**src/rtl/sdram_init_seq.sv**
```systemverilog
module sdram_init_seq #(
  parameter int ADDR_W    = 13,
  parameter int BANK_W    = 2,
  parameter int PRE_W     = 8,
  parameter int CNT_W     = 8,
  parameter int GAP       = 2,
  parameter int INIT_REFS = 8
) (
  input  logic              clk,
  input  logic              rst_n,
  input  logic              start,
  input  logic [ADDR_W-1:0] mode_val,
  input  logic [PRE_W-1:0]  presc,
  input  logic [CNT_W-1:0]  rcount,
  output logic              cs_n,
  output logic              ras_n,
  output logic              cas_n,
  output logic              we_n,
  output logic [ADDR_W-1:0] addr,
  output logic [BANK_W-1:0] ba,
  output logic              init_done
);

  localparam int GW = $clog2(GAP + 2);
  localparam int SW = $clog2(INIT_REFS + 2);
  localparam logic [ADDR_W-1:0] ALL_BANKS = ADDR_W'(1) << 10;

  localparam logic [3:0] C_DESEL = 4'b1111;
  localparam logic [3:0] C_NOP   = 4'b0111;
  localparam logic [3:0] C_PRE   = 4'b0010;
  localparam logic [3:0] C_REF   = 4'b0001;
  localparam logic [3:0] C_MRS   = 4'b0000;

  typedef enum logic [1:0] {S_IDLE, S_INIT, S_NORM} st_t;

  st_t              st;
  logic [3:0]       cmd;
  logic [ADDR_W-1:0] addr_q;
  logic [BANK_W-1:0] ba_q;
  logic [GW-1:0]    wait_q;
  logic [SW-1:0]    step;
  logic [PRE_W-1:0] pc;
  logic [CNT_W-1:0] rc;
  logic             done_q;

  assign {cs_n, ras_n, cas_n, we_n} = cmd;
  assign addr      = addr_q;
  assign ba        = ba_q;
  assign init_done = done_q;

  always_ff @(posedge clk) begin
    if (!rst_n) begin
      st     <= S_IDLE;
      cmd    <= C_DESEL;
      addr_q <= '0;
      ba_q   <= '0;
      wait_q <= '0;
      step   <= '0;
      pc     <= '0;
      rc     <= '0;
      done_q <= 1'b0;
    end else begin
      cmd    <= C_NOP;
      addr_q <= '0;
      ba_q   <= '0;
      case (st)
        S_IDLE: begin
          cmd <= C_DESEL;
          if (start) begin
            cmd    <= C_PRE;
            addr_q <= ALL_BANKS;
            st     <= S_INIT;
            wait_q <= GW'(GAP);
            step   <= '0;
          end
        end
        S_INIT: begin
          if (wait_q != '0) begin
            wait_q <= wait_q - 1'b1;
          end else begin
            wait_q <= GW'(GAP);
            step   <= step + 1'b1;
            if (step < SW'(INIT_REFS)) begin
              cmd <= C_REF;
            end else if (step == SW'(INIT_REFS)) begin
              cmd    <= C_MRS;
              addr_q <= mode_val;
            end else begin
              st     <= S_NORM;
              done_q <= 1'b1;
              pc     <= presc;
              rc     <= rcount;
            end
          end
        end
        S_NORM: begin
          if (pc != '0) begin
            pc <= pc - 1'b1;
          end else begin
            pc <= presc;
            if (rc != '0) begin
              rc <= rc - 1'b1;
            end else begin
              rc  <= rcount;
              cmd <= C_REF;
            end
          end
        end
        default: st <= S_IDLE;
      endcase
    end
  end

endmodule


```
**config.mk**
```make
export PLATFORM = sky130hd
export DESIGN_NAME = sdram_init_seq
export DESIGN_NICKNAME = d
export VERILOG_FILES = /design/src/rtl/sdram_init_seq.sv
export SDC_FILE = /design/constraint.sdc
export NUM_CORES = 1
export LEC_CHECK = 0
export BUFFER_PORTS_ARGS = -buffer_cell sky130_fd_sc_hd__buf_2
export CORE_UTILIZATION = 53
export CTS_CLUSTER_SIZE = 20
export DETAILED_ROUTE_END_ITERATION = 10
export PLACE_DENSITY = 0.79
export REMOVE_ABC_BUFFERS = 1
export SLEW_MARGIN = 30
export SYNTH_ARGS = -nofsm -noshare
export SYNTH_HDL_FRONTEND = slang
export SYNTH_SLANG_ARGS = --single-unit
```
**constraint.sdc**
```tcl
create_clock -name clk -period 1.8 [get_ports clk]
set_input_delay 0.36 -clock clk [delete_from_list [all_inputs] [get_ports clk]]
set_output_delay 0.36 -clock clk [all_outputs]
set_load 0.01 [all_outputs]
```
==> impl_metrics.json, run 1 <==
{
  "worst_setup_path_start_kind": "flip-flop",
  "yosys.area_share.adder": 0.0349,
  "synth_xor_area_frac": 0.00814,
  "cts_tree": "built",
  "ir_worst_vdd_uv": 616,
  "synthSimpleGateAreaFrac": 0.251,
  "cp.arrival_ns": 1.99,
  "finalClockSkew_ns": 0.00643,
  "cp_max_fo": 4,
  "wl_per_cell_um": 15.0,
  "synth_area_um2": 2150,
  "path_cells": "inv_1 -> ha_4 -> or4b_4 -> o21ai_4 -> a2111oi_2 -> a211oi_2",
  "design_area_um2": 2790,
  "clk_pin_slew_ns": 0.09,
  "p_leak_uw": 0.00124,
  "grt_pass1_vias": 1836,
  "hold_violations": 0,
  "clk_path_buf_depth": 2,
  "cts_root_buffer": "clkbuf_8",
  "firstDrtPassIters": 5,
  "overflow": 0,
  "timing.final.ws_setup_ns": 0.0265,
  "hp-class": "in -> reg",
  "synth.area.mux_share": 0.0303,
  "synth_edf_count": 0,
  "async_flop_share": 0,
  "vias_per_cell": 5.75,
  "avgSynthCellArea_um2": 8.81,
  "fp.dieH_um": 65.7,
  "ios": 52,
  "setup_violations": 0,
  "initial_core_util": 0.570,
  "synth_cell_type_count": 57,
  "syn_to_final_growth_pct": 29.7,
  "max_freq_ghz": 0.564,
  "r2r-start": "rc[0]",
  "path_delay_family": "compound AO/OA/AOI/OAI gates",
  "grt_pass1_wl_um": 8340,
  "portBuffers": 49,
  "cts_buffers": 5,
  "grt_max_degree": 27,
  "std_cell_rows": 22,
  "path_class": "reg -> reg",
  "endpoint_kind": "flip-flop",
  "hold_start": "mode_val[3]",
  "fillers": 289,
  "gp_congestion": 0.873,
  "ys.warnings.count": 0,
  "min_period_over_period": 0.985,
  "die_w_um": 65.7,
  "outcome": "completed",
  "yosys_register_bits": 42,
  "final_core_util": 0.740,
  "slowest_stage": "or4b_4",
  "worstMarginPinSlew_ns": 0.629,
  "p_per_area_nw_per_um2": 623,
  "clock-sinks": 42,
  "critPathLaunch": "rc[0]",
  "crit_buf_inv": 1,
  "synth_top_family_by_area": "simple AND/OR/NAND/NOR gates",
  "wirelength_um": 5470,
  "cts_max_level": 2,
  "clk-insertion-delay-late_ns": 0.30,
  "drt_iter0_markers": 163,
  "place_area_um2": 2560,
  "setup_tns_ns": 0,
  "required_ns": 2.02,
  "cpPeakStageDelay_ns": 0.49,
  "p_total_uw": 1740,
  "dieArea_um2": 4320,
  "relSlewSlack": 0.580,
  "drc_errors": 0,
  "core_area_um2": 3770,
  "hpwlAfterDp_um": 3660,
  "synth_compound_area_frac": 0.220,
  "period_needed_ns": 1.77,
  "yosysSeqAreaShare": 0.391,
  "n_antenna_cell": 0,
  "vias": 2099,
  "groute.usage.overall": 0.253,
  "ant_nets": 0,
  "maxCapViolations": 0,
  "post-place-ws_ns": -0.0647,
  "ys.flop_type": "dfxtp_1",
  "antenna_found_initial": 0,
  "drv_slew": 0,
  "syn_inst": 244,
  "final_layout_size_suffix_gt1_frac": 0.360,
  "fin_nets": 354
}
==> cell usage after synthesis, types with 3 or more instances <==
master / instances / area [um2]
nand3_1: 7 / 35.0
a21oi_1: 15 / 75.1
nand2_1: 12 / 45.0
dfxtp_1: 42 / 841
and3_1: 12 / 75.1
inv_1: 16 / 60.1
buf_2: 5 / 25.0
o22ai_1: 3 / 18.8
o31ai_1: 3 / 22.5
o21ai_1: 3 / 15.0
nor2_1: 16 / 60.1
clkbuf_1: 7 / 26.3
buf_4: 3 / 22.5
a31oi_1: 3 / 18.8
or3_1: 4 / 25.0
nand2b_1: 4 / 25.0
mux2i_1: 5 / 50.1
a211oi_1: 9 / 67.6
nor3_1: 12 / 60.1
o21ai_0: 7 / 35.0
ha_1: 6 / 75.1
and2_1: 4 / 25.0
==> cell usage in the layout (no fill, tap or decap), drive strengths merged, types with 5 or more instances in the layout <==
master	instances
ha	6
mux2i	5
clkbuf	5
dfxtp	42
buf	79
nand2b	6
a21oi	17
nand3	7
nor2	16
o21ai	11
and3	12
nand2	13
inv	17
nor3	12
a211oi	11
==> worst reg2reg max path, cell delays in order (launching register included) <==
cell and delay (ns):
dfxtp_1 0.34, inv_1 0.15, ha_4 0.16, or4b_4 0.49, o21ai_4 0.22, a2111oi_2 0.11, a211oi_2 0.22
==> layer usage <==
| metal | vias to the layer above | part of all wire | GRT usage | routed length (um) |
|---|---|---|---|---|
| li1 | 1033 | - | - | - |
| met1 | 979 | 0.43 | 0.303 | 2350 |
| met2 | 75 | 0.50 | 0.430 | 2710 |
| met3 | 12 | 0.055 | 0.0590 | 298 |
| met4 | 0 | 0.020 | 0.103 | 108 |
| met5 | - | 0 | 0 | 0 |
==> per-stage QoR <==
stage	std cells	hold WS, ns
2_1_floorplan	230	0.432
3_3_place_gp	350	0.459
3_5_place_dp	350	0.474
4_1_cts	358	0.274
5_1_grt	365	0.268
6_report	365	0.278
==> repair_timing <==
| action | 4_1_cts | 5_1_grt |
|---|---|---|
| setup endpoints to repair | 6 | 15 |
| pin swaps | 1 | 4 |
| hold buffers | 0 | 0 |
| endpoints found under the hold margin | 0 | 0 |
| buffers inserted | 0 | 7 |
| resized for setup | 2 | 14 |
==> path summary, 6_finish.rpt <==
check                    to  slack, ns  cells after the start
hold reg to reg   wait_q[0]       0.48                      2
hold / removal      addr[3]       0.28                      2
setup / recovery      rc[1]       0.03                      6
setup reg to reg      rc[1]       0.03                      6
==> state kept, by name, indices dropped and copies added, names as in the netlist <==
signal	cells
wait_q	2
addr	13
rc	8
pc	8
step	4
cmd	4
st	2
init_done	1
==> report_power, final <==
group / internal [uW] / switching (uW)
Clock: 280 / 363
Combinational: 66.4 / 78.4
Sequential: 943 / 8.76
==> area by class of cell <==
type	instances	area (um2)	share of cell area
sequential	42	843	0.302
clock buffer	5	68.8	0.0247
tap	48	60.1	0.0215
multi-input combinational	172	1250	0.448
timing repair buffer	79	483	0.173
clock inverter	3	25.0	0.00897
inverter	16	60.1	0.0215
==> cells by family after synthesis <==
group | Yosys count
AO/OA/AOI/OAI | 66
adder cells (fa/ha/maj) | 6
XOR/XNOR | 2
other | 1
flip-flops | 42
buffers and inverters | 31
AND/OR/NAND/NOR | 90
multiplexers | 6
Note: power is estimated with default switching activity, not from simulation.
==> inputs of run 2 (changes only) <==
--- a/config.mk
+++ b/config.mk
@@ -9,8 +9,10 @@
 export CORE_UTILIZATION = 53
 export CTS_CLUSTER_SIZE = 20
 export DETAILED_ROUTE_END_ITERATION = 10
+export GPL_TIMING_DRIVEN = 0
 export PLACE_DENSITY = 0.79
 export REMOVE_ABC_BUFFERS = 1
+export SKIP_CTS_REPAIR_TIMING = 1
 export SLEW_MARGIN = 30
 export SYNTH_ARGS = -nofsm -noshare
 export SYNTH_HDL_FRONTEND = slang
==> impl_metrics.json, run 2 (synthesis gave the netlist of run 1 again) <==
{
  "drv_slew": 0,
  "clk_pin_slew_ns": 0.09,
  "grt_pass1_vias": 1806,
  "period_needed_ns": 1.75,
  "required_ns": 2.00,
  "min_period_over_period": 0.970,
  "syn_to_final_growth_pct": 30.5,
  "fp.dieH_um": 65.7,
  "cp.arrival_ns": 1.95,
  "vias_per_cell": 5.94,
  "drt_iter0_markers": 160,
  "critPathLaunch": "pc[4]",
  "core_area_um2": 3770,
  "grt_pass1_wl_um": 8450,
  "timing.final.ws_setup_ns": 0.0535,
  "hold_violations": 0,
  "r2r-start": "pc[4]",
  "final_layout_size_suffix_gt1_frac": 0.382,
  "clk_path_buf_depth": 2,
  "overflow": 0,
  "die_w_um": 65.7,
  "grt_use_met1": 0.327,
  "dieArea_um2": 4320,
  "ios": 52,
  "vias": 2101,
  "reg2reg_setup_slack_ns": 0.05,
  "cpPeakStageDelay_ns": 0.52,
  "hpwlAfterDp_um": 3410,
  "cp_max_fo": 8,
  "setup_violations": 0,
  "initial_core_util": 0.570,
  "setup_tns_ns": 0,
  "ant_nets": 0,
  "drc_errors": 0,
  "critPathCapture": "rc[4]",
  "rr_worst_depth": 5,
  "top_usage_layer": "met2",
  "maxCapViolations": 0,
  "outcome": "completed",
  "antenna_found_initial": 0,
  "grt_setup_unrepaired": "yes",
  "p_per_area_nw_per_um2": 626,
  "hp-class": "in -> reg",
  "cts_tree": "built",
  "largest_reg_flops": 13,
  "cts_buffers": 5,
  "worst_setup_path_start_kind": "flip-flop",
  "relSlewSlack": 0.528,
  "clock-sinks": 42,
  "ir_worst_vdd_uv": 454,
  "path_class": "reg -> reg",
  "wirelength_um": 5840,
  "path_cells": "nor4_4 -> a21oi_4 -> buf_12 -> o311ai_2 -> o31ai_1",
  "max_freq_ghz": 0.573,
  "clk-insertion-delay-late_ns": 0.31,
  "finalClockSkew_ns": 0.00884,
  "cts_root_buffer": "clkbuf_8",
  "groute.usage.overall": 0.259,
  "wl_per_cell_um": 16.5,
  "grt_max_degree": 28,
  "endpoint_kind": "flip-flop",
  "p_leak_uw": 0.00119,
  "grt_use_met3": 0.0642,
  "cts_max_level": 2,
  "fin_nets": 343,
  "portBuffers": 49,
  "worstMarginPinSlew_ns": 0.707,
  "fin_hold_ws_ns": 0.265,
  "std_cell_rows": 22,
  "n_antenna_cell": 0,
  "fillers": 265,
  "mostFrequentLayoutCells": "49 x buf_2, 35 x dfxtp_1, 16 x nor2_1",
  "final_common_cell": "buf_2",
  "gp_congestion": 0.908,
  "use_met2": 0.420,
  "post-place-ws_ns": -0.460,
  "firstDrtPassIters": 5,
  "slowest_stage": "nor4_4",
  "rr_endpoint": "rc[4]"
}
run 2: cell types whose count changed in the layout (fill, tap and decap cells not counted), sizes merged:
cell,previous run,this run
buf,79,67
a31oi,3,4
run 2: per-stage QoR:
step / util / total power [uW] / instance area [um2] / std cells
floorplan: - / 1040 / 2080 / 230
global placement: 0.633 / 1100 / 2390 / 327
detailed placement: 0.638 / 1110 / 2400 / 328
CTS: 0.663 / 1730 / 2500 / 336
global route: 0.744 / 1820 / 2810 / 354
finish: 0.744 / 1760 / 2810 / 354
run 2: worst min-delay path by stage:
stage	end	from	slack, ns	depth (start not counted)
after global routing	addr[0]	mode_val[0]	0.25	2
after detailed placement	init_done	init_done	0.46	2
final	addr[0]	mode_val[0]	0.26	2
after CTS	addr[0]	mode_val[0]	0.26	2
after global placement	init_done	init_done	0.45	2
after floorplan	cmd[1]	rst_n	0.43	1
run 2: layer usage:
| layer | routed length [um] | up-vias | part of all wire |
|---|---|---|---|
| met5 | 0 | - | 0 |
| met4 | 163 | 0 | 0.028 |
| met3 | 455 | 22 | 0.078 |
| met2 | 2810 | 98 | 0.48 |
| met1 | 2410 | 967 | 0.41 |
| li1 | - | 1014 | - |
run 2: critical path, delay by kind of cell (launching register included):
kind,cells,cell delay (ns)
flops,1,0.40
compound gates,3,0.55
simple gates,1,0.52
buf+inv,1,0.17
run 2: power by group:
| part | switching [uW] | internal (uW) |
|---|---|---|
| clock network | 370 | 280 |
| logic | 87.7 | 62.7 |
| registers | 13.0 | 942 |
run 2: layout make-up:
cell class,count,area [um2],share of cell area
clock inverters,3,25.0,0.00892
repair buffers,67,409,0.146
multi-input cells,173,1330,0.474
flip-flops and latches,42,852,0.304
clock buffers,5,68.8,0.0245
inverters,16,60.1,0.0214
well taps,48,60.1,0.0214
